[src/rtl/exc_entry_pkg.sv]
`timescale 1ns/1ps
// Shared definitions for the exception entry controller: register selects,
// field positions and fixed cause codes. Assumes 6-bit cause codes.
package exc_entry_pkg;
    typedef enum logic [3:0] {
        SEL_CUR    = 4'd0,
        SEL_PREV   = 4'd1,
        SEL_STAT   = 4'd2,
        SEL_CFG    = 4'd3,
        SEL_RET    = 4'd4,
        SEL_BASE   = 4'd5,
        SEL_RFBASE = 4'd6,
        SEL_RFPREV = 4'd7,
        SEL_RFRET  = 4'd8,
        SEL_DBG    = 4'd9,
        SEL_DBGRET = 4'd10
    } csr_sel_e;

    localparam int unsigned HI_FIELD_LSB = 16;
    localparam int unsigned DBG_CODE_W   = 6;
    localparam logic [5:0]  CAUSE_FETCH_ADDR = 6'd8;
    localparam logic [5:0]  CAUSE_MEM_ADDR   = 6'd9;
    localparam logic [5:0]  DBG_BRK_CODE     = 6'hC;
endpackage

[src/rtl/exc_irq_pick.sv]
`timescale 1ns/1ps
// Highest-index priority picker over the enabled pending interrupt lines.
// Assumes N >= 2. Purely combinational.
module exc_irq_pick #(
    parameter int N  = 13,
    parameter int IW = $clog2(N)
) (
    input  logic [N-1:0]  req,
    output logic          vld,
    output logic [IW-1:0] idx
);
    // Scan upward so the last (highest) set bit is the one that sticks.
    always_comb begin
        vld = |req;
        idx = '0;
        for (int i = 0; i < N; i++) begin
            if (req[i]) idx = IW'(i);
        end
    end
endmodule

[src/rtl/exc_vec_calc.sv]
`timescale 1ns/1ps
// Vector address generator: base + index * stride. Assumes the product fits
// in AW bits; higher bits of the sum wrap.
module exc_vec_calc #(
    parameter int AW     = 32,
    parameter int VIDX_W = 7,
    parameter int VS_W   = 3
) (
    input  logic [AW-1:0]     base,
    input  logic [VIDX_W-1:0] vidx,
    input  logic [VS_W-1:0]   stride,
    output logic [AW-1:0]     target
);
    localparam int PW = VIDX_W + VS_W;
    logic [PW-1:0] offset;

    // Scale the vector index by the stride, then add to the base.
    always_comb begin
        offset = PW'(vidx) * PW'(stride);
        target = base + AW'(offset);
    end
endmodule

[src/rtl/exc_entry_ctrl.sv]
`timescale 1ns/1ps
// Exception entry controller. Arbitrates debug, synchronous and interrupt
// entry, updates the mode/status registers on the entry edge and issues a
// registered one-cycle redirect. Assumes AW >= 22 so the high fields fit.
module exc_entry_ctrl
    import exc_entry_pkg::*;
#(
    parameter int              AW           = 32,
    parameter int              NIRQ         = 13,
    parameter int              SW_IRQ       = 2,
    parameter int              ECODE_W      = 6,
    parameter int              VS_W         = 3,
    parameter int              EXT_INT_BASE = 64,
    parameter logic [AW-1:0]   RESET_PC     = 'h1C00_0000,
    parameter logic [AW-1:0]   DBG_OFFSET   = 'h480
) (
    input  logic               clk,
    input  logic               rst_n,
    input  logic [NIRQ-1:0]    hw_irq,
    input  logic               exc_req,
    input  logic [ECODE_W-1:0] exc_cause,
    input  logic               tlb_refill,
    input  logic               fetch_bus_err,
    input  logic               data_bus_err,
    input  logic               dbg_brk,
    input  logic [AW-1:0]      cur_pc,
    input  logic               reg_wr_en,
    input  logic [3:0]         reg_sel,
    input  logic [AW-1:0]      reg_wdata,
    output logic [AW-1:0]      reg_rdata,
    output logic               redirect_vld,
    output logic [AW-1:0]      redirect_pc
);
    localparam int IRQ_IW  = $clog2(NIRQ);
    localparam int IRQ_MAXW = $clog2(EXT_INT_BASE + NIRQ);
    localparam int VIDX_W  = (ECODE_W > IRQ_MAXW) ? ECODE_W : IRQ_MAXW;

    // Architectural state
    logic [1:0]            plv_q, pplv_q, rf_pplv_q;
    logic                  ie_q, da_q, pg_q, pie_q, rf_pie_q;
    logic [NIRQ-1:0]       is_q, lie_q;
    logic [ECODE_W-1:0]    ecode_q;
    logic [VS_W-1:0]       vs_q;
    logic [AW-1:0]         era_q, eentry_q, rf_entry_q, rf_era_q, dbg_era_q;
    logic                  dst_q, dbg_bp_q;
    logic [DBG_CODE_W-1:0] dbg_code_q;

    // Arbitration signals
    logic [NIRQ-1:0]    pend;
    logic               pick_vld;
    logic [IRQ_IW-1:0]  pick_idx;
    logic               sync_req, irq_ok;
    logic               take_dbg, take_sync, take_irq, take_refill, take_ord, take_any;
    logic [ECODE_W-1:0] sync_cause, new_ecode;
    logic [VIDX_W-1:0]  vidx;
    logic [AW-1:0]      ord_target, target;

    assign pend = is_q & lie_q;

    exc_irq_pick #(.N(NIRQ), .IW(IRQ_IW)) u_pick (
        .req (pend),
        .vld (pick_vld),
        .idx (pick_idx)
    );

    // Entry arbitration: debug, then synchronous, then interrupt.
    always_comb begin
        sync_req    = fetch_bus_err | data_bus_err | exc_req;
        irq_ok      = ie_q & ~dst_q & pick_vld;
        take_dbg    = dbg_brk;
        take_sync   = ~dbg_brk & sync_req;
        take_irq    = ~dbg_brk & ~sync_req & irq_ok;
        take_refill = take_sync & ~fetch_bus_err & ~data_bus_err & tlb_refill;
        take_ord    = (take_sync & ~take_refill) | take_irq;
        take_any    = take_dbg | take_sync | take_irq;
        if (fetch_bus_err)     sync_cause = ECODE_W'(CAUSE_FETCH_ADDR);
        else if (data_bus_err) sync_cause = ECODE_W'(CAUSE_MEM_ADDR);
        else                   sync_cause = exc_cause;
        new_ecode = take_irq ? '0 : sync_cause;
        vidx = take_irq ? (VIDX_W'(EXT_INT_BASE) + VIDX_W'(pick_idx))
                        : VIDX_W'(sync_cause);
    end

    exc_vec_calc #(.AW(AW), .VIDX_W(VIDX_W), .VS_W(VS_W)) u_vec (
        .base   (eentry_q),
        .vidx   (vidx),
        .stride (vs_q),
        .target (ord_target)
    );

    // Final target selection per entry path.
    always_comb begin
        if (take_dbg)         target = eentry_q + DBG_OFFSET;
        else if (take_refill) target = rf_entry_q;
        else                  target = ord_target;
    end

    // Register update: entry paths first, software writes otherwise.
    always_ff @(posedge clk) begin
        if (!rst_n) begin
            plv_q <= '0; ie_q <= 1'b0; da_q <= 1'b1; pg_q <= 1'b0;
            pplv_q <= '0; pie_q <= 1'b0; rf_pplv_q <= '0; rf_pie_q <= 1'b0;
            is_q <= '0; lie_q <= '0; vs_q <= '0; ecode_q <= '0;
            era_q <= '0; eentry_q <= '0; rf_entry_q <= '0; rf_era_q <= '0;
            dbg_era_q <= '0; dst_q <= 1'b0; dbg_bp_q <= 1'b0; dbg_code_q <= '0;
        end else begin
            for (int i = SW_IRQ; i < NIRQ; i++) is_q[i] <= hw_irq[i];
            if (take_dbg) begin
                dbg_era_q  <= cur_pc;
                dst_q      <= 1'b1;
                dbg_bp_q   <= 1'b1;
                dbg_code_q <= DBG_BRK_CODE;
            end else if (take_refill) begin
                rf_pplv_q <= plv_q;
                rf_pie_q  <= ie_q;
                rf_era_q  <= cur_pc;
                da_q      <= 1'b1;
                pg_q      <= 1'b0;
                plv_q     <= '0;
                ie_q      <= 1'b0;
            end else if (take_ord) begin
                pplv_q  <= plv_q;
                pie_q   <= ie_q;
                era_q   <= cur_pc;
                ecode_q <= new_ecode;
                plv_q   <= '0;
                ie_q    <= 1'b0;
            end else if (reg_wr_en) begin
                case (csr_sel_e'(reg_sel))
                    SEL_CUR: begin
                        plv_q <= reg_wdata[1:0]; ie_q <= reg_wdata[2];
                        da_q  <= reg_wdata[3];   pg_q <= reg_wdata[4];
                    end
                    SEL_PREV:   begin pplv_q <= reg_wdata[1:0]; pie_q <= reg_wdata[2]; end
                    SEL_STAT:   is_q[SW_IRQ-1:0] <= reg_wdata[SW_IRQ-1:0];
                    SEL_CFG: begin
                        lie_q <= reg_wdata[NIRQ-1:0];
                        vs_q  <= reg_wdata[HI_FIELD_LSB +: VS_W];
                    end
                    SEL_RET:    era_q      <= reg_wdata;
                    SEL_BASE:   eentry_q   <= reg_wdata;
                    SEL_RFBASE: rf_entry_q <= reg_wdata;
                    SEL_RFPREV: begin rf_pplv_q <= reg_wdata[1:0]; rf_pie_q <= reg_wdata[2]; end
                    SEL_RFRET:  rf_era_q   <= reg_wdata;
                    SEL_DBG: begin
                        dst_q      <= reg_wdata[0];
                        dbg_bp_q   <= reg_wdata[1];
                        dbg_code_q <= reg_wdata[HI_FIELD_LSB +: DBG_CODE_W];
                    end
                    SEL_DBGRET: dbg_era_q  <= reg_wdata;
                    default: ;
                endcase
            end
        end
    end

    // Redirect output: one registered pulse per entry.
    always_ff @(posedge clk) begin
        if (!rst_n) begin
            redirect_vld <= 1'b0;
            redirect_pc  <= RESET_PC;
        end else begin
            redirect_vld <= take_any;
            if (take_any) redirect_pc <= target;
        end
    end

    // Register read mux in the documented field layouts.
    always_comb begin
        reg_rdata = '0;
        case (csr_sel_e'(reg_sel))
            SEL_CUR:    reg_rdata[4:0] = {pg_q, da_q, ie_q, plv_q};
            SEL_PREV:   reg_rdata[2:0] = {pie_q, pplv_q};
            SEL_STAT: begin
                reg_rdata[NIRQ-1:0]                 = is_q;
                reg_rdata[HI_FIELD_LSB +: ECODE_W]  = ecode_q;
            end
            SEL_CFG: begin
                reg_rdata[NIRQ-1:0]                 = lie_q;
                reg_rdata[HI_FIELD_LSB +: VS_W]     = vs_q;
            end
            SEL_RET:    reg_rdata = era_q;
            SEL_BASE:   reg_rdata = eentry_q;
            SEL_RFBASE: reg_rdata = rf_entry_q;
            SEL_RFPREV: reg_rdata[2:0] = {rf_pie_q, rf_pplv_q};
            SEL_RFRET:  reg_rdata = rf_era_q;
            SEL_DBG: begin
                reg_rdata[1:0]                         = {dbg_bp_q, dst_q};
                reg_rdata[HI_FIELD_LSB +: DBG_CODE_W]  = dbg_code_q;
            end
            SEL_DBGRET: reg_rdata = dbg_era_q;
            default:    reg_rdata = '0;
        endcase
    end


    pick_top_chk: assert property (@(posedge clk) disable iff (!rst_n)
        pick_vld |-> ((pend >> pick_idx) == NIRQ'(1)));

    ord_save_chk: assert property (@(posedge clk) disable iff (!rst_n)
        take_ord |=> (plv_q == 2'd0 && !ie_q && era_q == $past(cur_pc)));

    refill_mode_chk: assert property (@(posedge clk) disable iff (!rst_n)
        take_refill |=> (da_q && !pg_q && rf_pie_q == $past(ie_q) && redirect_pc == $past(rf_entry_q)));

    dbg_state_chk: assert property (@(posedge clk) disable iff (!rst_n)
        take_dbg |=> (dst_q && dbg_era_q == $past(cur_pc)));

    dbg_first_chk: assert property (@(posedge clk) disable iff (!rst_n)
        dbg_brk |=> (redirect_pc == $past(eentry_q) + DBG_OFFSET));

    redirect_pulse_chk: assert property (@(posedge clk) disable iff (!rst_n)
        take_any |=> redirect_vld);

    redirect_idle_chk: assert property (@(posedge clk) disable iff (!rst_n)
        !take_any |=> !redirect_vld);
endmodule

[config.mk]
export PLATFORM = sky130hd
export DESIGN_NAME = exc_entry_ctrl
export DESIGN_NICKNAME = d
export VERILOG_FILES = /design/src/rtl/exc_entry_pkg.sv /design/src/rtl/exc_irq_pick.sv /design/src/rtl/exc_vec_calc.sv /design/src/rtl/exc_entry_ctrl.sv
export SDC_FILE = /design/constraint.sdc
export NUM_CORES = 1
export LEC_CHECK = 0
export BUFFER_PORTS_ARGS = -buffer_cell sky130_fd_sc_hd__buf_2
export CAP_MARGIN = 20
export CORE_MARGIN = 2
export CORE_UTILIZATION = 50
export CTS_CLUSTER_SIZE = 10
export DETAILED_ROUTE_END_ITERATION = 8
export GPL_TIMING_DRIVEN = 0
export PLACE_DENSITY_LB_ADDON = 0.15
export SKIP_LAST_GASP = 1
export SYNTH_ARGS = -nofsm -noshare
export SYNTH_HDL_FRONTEND = slang
export SYNTH_HIERARCHICAL = 1
export SYNTH_SLANG_ARGS = --single-unit
[constraint.sdc]
create_clock -name clk -period 6.6 [get_ports clk]
set_input_delay 0 -clock clk [delete_from_list [all_inputs] [get_ports clk]]
set_output_delay 0 -clock clk [all_outputs]
set_load 0.01 [all_outputs]
==> results.json <==
{
  "syn2layout_area_growth_pct": 22.1,
  "grt_pass1_vias": 14017,
  "synth_seq_cells": 247,
  "clk_pin_slew_ps": 60,
  "dpl.hpwl_um": 41300,
  "seq_area_um2": 4940,
  "yosysUniqueCellTypes": 86,
  "setup_violations": 0,
  "tns_ps": 0,
  "cts_tree": "built",
  "grt_usage_pct": 39.2,
  "netlist_top_cells_count": "292 x nand2_1, 247 x dfxtp_1, 147 x nor2_1",
  "synthFlopType": "dfxtp_1",
  "post-route-period-util_pct": 93.1,
  "rows": 60,
  "relSlewSlack_pct": 31.9,
  "syn_area_per_cell_um2": 8.38,
  "core-area_um2": 26800,
  "post_cts_buffers": 0,
  "port_buffers": 151,
  "nFillCells": 2371,
  "holdCritPathClass": "primary input to register",
  "place.gp.congestion": 0.971,
  "p_total_w": 0.00346,
  "drive_gt1_share_pct": 17.1,
  "numCtsBuffers": 29,
  "startpoint_type": "register",
  "wire_per_inst_um": 25.4,
  "ir_drop_uv": 165,
  "antenna_found_initial": 0,
  "drc": 0,
  "worstMarginPinSlew_ps": 1020,
  "ant_nets": 0,
  "cts.sinks": 247,
  "viasPerCell": 6.52,
  "cp.arrival_ps": 6590,
  "dieArea_um2": 28500,
  "wl_um": 57300,
  "drt_iter0_markers": 1998,
  "yosys-top-cells-area": "dfxtp_1 36%, nand2_1 8.1%, mux2i_1 5.4%, nor2_1 4.1%, a21oi_1 3.8%",
  "cts-root-buf": "clkbuf_16",
  "ys_warn_count": 6,
  "synth_most_common_cell": "nand2_1",
  "clock_path_buffers": 3,
  "worstSetupPathType": "register to register",
  "start_util_pct": 50.7,
  "h-tree-depth": 1,
  "crit_path_end_kind": "register",
  "yosys.area.top_type_share_pct": 36.4,
  "synthCells": 1623,
  "hold_viol": 0,
  "synth_area_um2": 13600,
  "synth_top_cell_by_area": "dfxtp_1",
  "grt-ovfl-total": 0,
  "worstSkewPairLatency_ps": 580,
  "dr_total_vias": 14700,
  "grt_max_degree": 16,
  "nets": 2028,
  "worstPathRequired_ps": 7050,
  "synth_seq_area_share_pct": 36.4,
  "multiInputGateArea_um2": 7880,
  "crit_path_max_fanout": 10,
  "io_pins": 160,
  "drv_slew": 0,
  "async_reset_ff_share_pct": 0,
  "drt_first_pass_iters": 6,
  "leakage_nw": 6.80,
  "cap_viol_max_count": 0,
  "grt_pass1_wl_um": 84800,
  "synth_edf_count": 0,
  "run_status": "completed",
  "die_w_um": 169,
  "diodes": 0,
  "fmax_mhz": 163,
  "rsz0062_at_grt": "false",
  "die_h_um": 169,
  "p_per_area_nw_per_um2": 209,
  "min_period_ps": 6140,
  "finClkSkew_ps": 25.0,
  "synth_fp_nets": 1745
}
[power by group]
| group | total (W) | switching [W] | internal [W] |
|---|---|---|---|
| combinational | 0.000410 | 0.000249 | 0.000161 |
| clock | 0.00148 | 0.000642 | 0.000834 |
| sequential | 0.00158 | 0.0000343 | 0.00154 |
| total | 0.00346 | 0.000925 | 0.00254 |
[per-stage QoR]
step / instances / worst slack (ps) / utilization (%) / hold WS [ps] / area (µm²)
5_1_grt: 2253 / 259 / 61.9 / 82.3 / 16600
4_1_cts: 2253 / 683 / 61.9 / 42.0 / 16600
3_3_place_gp: 2115 / 799 / 55.1 / 204 / 14800
6_report: 2253 / 455 / 61.9 / 68.3 / 16600
3_5_place_dp: 2115 / 709 / 55.1 / 208 / 14800
2_1_floorplan: 1623 / 1510 / - / 127 / 13600
[state kept, by name, indices dropped and copies added, names as in the netlist, 2 cells and up]
register,count
pplv_q,2
ecode_q,6
is_q,13
lie_q,13
rf_pplv_q,2
rf_entry_q,32
rf_era_q,32
plv_q,2
era_q,32
dbg_code_q,6
redirect_pc,32
vs_q,3
eentry_q,32
dbg_era_q,32
[final timing paths]
check                   from              end  slack [ps]  depth (start not counted)
setup / recovery   lie_q[11]  redirect_pc[22]         460                         23
hold / removal       dbg_brk       ecode_q[0]          70                          4
setup reg to reg   lie_q[11]  redirect_pc[22]         460                         23
hold reg to reg   ecode_q[5]       ecode_q[5]         470                          2
[critical path: stages, from the launching register on]
cell      delay [ps]
dfxtp_1          360
and2_1           260
nor4_1           100
nand2b_1         170
or3_1            220
nand3b_1         190
nor4_2           540
nor2_1           250
and2_1           250
and2_1           170
fa_1             510
inv_1             50
fa_1             480
inv_1             50
ha_1             250
a21oi_1          170
nor2_1            60
a211oi_1         620
buf_2            390
a211oi_2         110
xor2_1           140
or3_1            360
a21oi_1          220
a211oi_1          70
[final cells by class]
class                           count  area share (%)
Clock buffer                       34            4.55
Sequential cell                   247            29.8
Tap cell                          341            2.57
Inverter                           34           0.769
Multi-Input combinational cell   1207            47.5
Buffer                            135            3.87
Clock inverter                      3           0.332
Timing Repair Buffer              252            10.6
[repair_timing]
action | in CTS | in global routing
hold buffers | 101 | 0
hold endpoints to repair | 208 | 0
resized for setup | 0 | 0
[per-layer routing]
metal / part of all wire (%) / GRT usage (%) / wire (µm) / vias up
li1: - / - / - / 6478
met1: 39 / 50.3 / 22500 / 6981
met2: 43 / 61.7 / 24900 / 1015
met3: 10 / 6.97 / 5910 / 226
met4: 7.0 / 23.4 / 3990 / 0
met5: 0 / 0 / 0 / -
[layout by cell type (no fill, tap or decap), types with 11 or more instances in the layout]
master         netlist  layout
a311o_1             11      11
buf_2               49     200
a311oi_1            28      28
o21ai_0             15      15
ha_1                14      14
xnor2_1             26      26
a211oi_1            42      42
mux2i_1             73      73
clkbuf_1            65      69
nor2_1             147     147
dfxtp_1            247     247
a21oi_1            103     103
inv_1               32      32
a222oi_1            29      29
nand4_1             11      11
nand2_1            292     292
dlygate4sd3_1        0     101
o221a_2             34      34
xor2_1              20      20
clkbuf_16            0      29
nand3_1             44      44
and3_1              14      14
fa_1                13      13
nor3_1              25      25
o22a_1              32      32
a22oi_1             48      48
and2_1              45      45
[logic make-up (layout without fill, tap and decap cells)]
group / after synthesis / count (layout) / share of synthesized area, %
AND/OR/NAND/NOR: 636 / 636 / 21.5
AO/OA/AOI/OAI: 425 / 425 / 24.9
flip-flops: 247 / 247 / 36.4
buffers and inverters: 169 / 458 / 5.67
multiplexers: 73 / 73 / 5.38
XOR/XNOR: 46 / 46 / 2.96
adder cells (fa/ha/maj): 27 / 27 / 3.20
No activity file was read; power rests on OpenSTA's default activity.
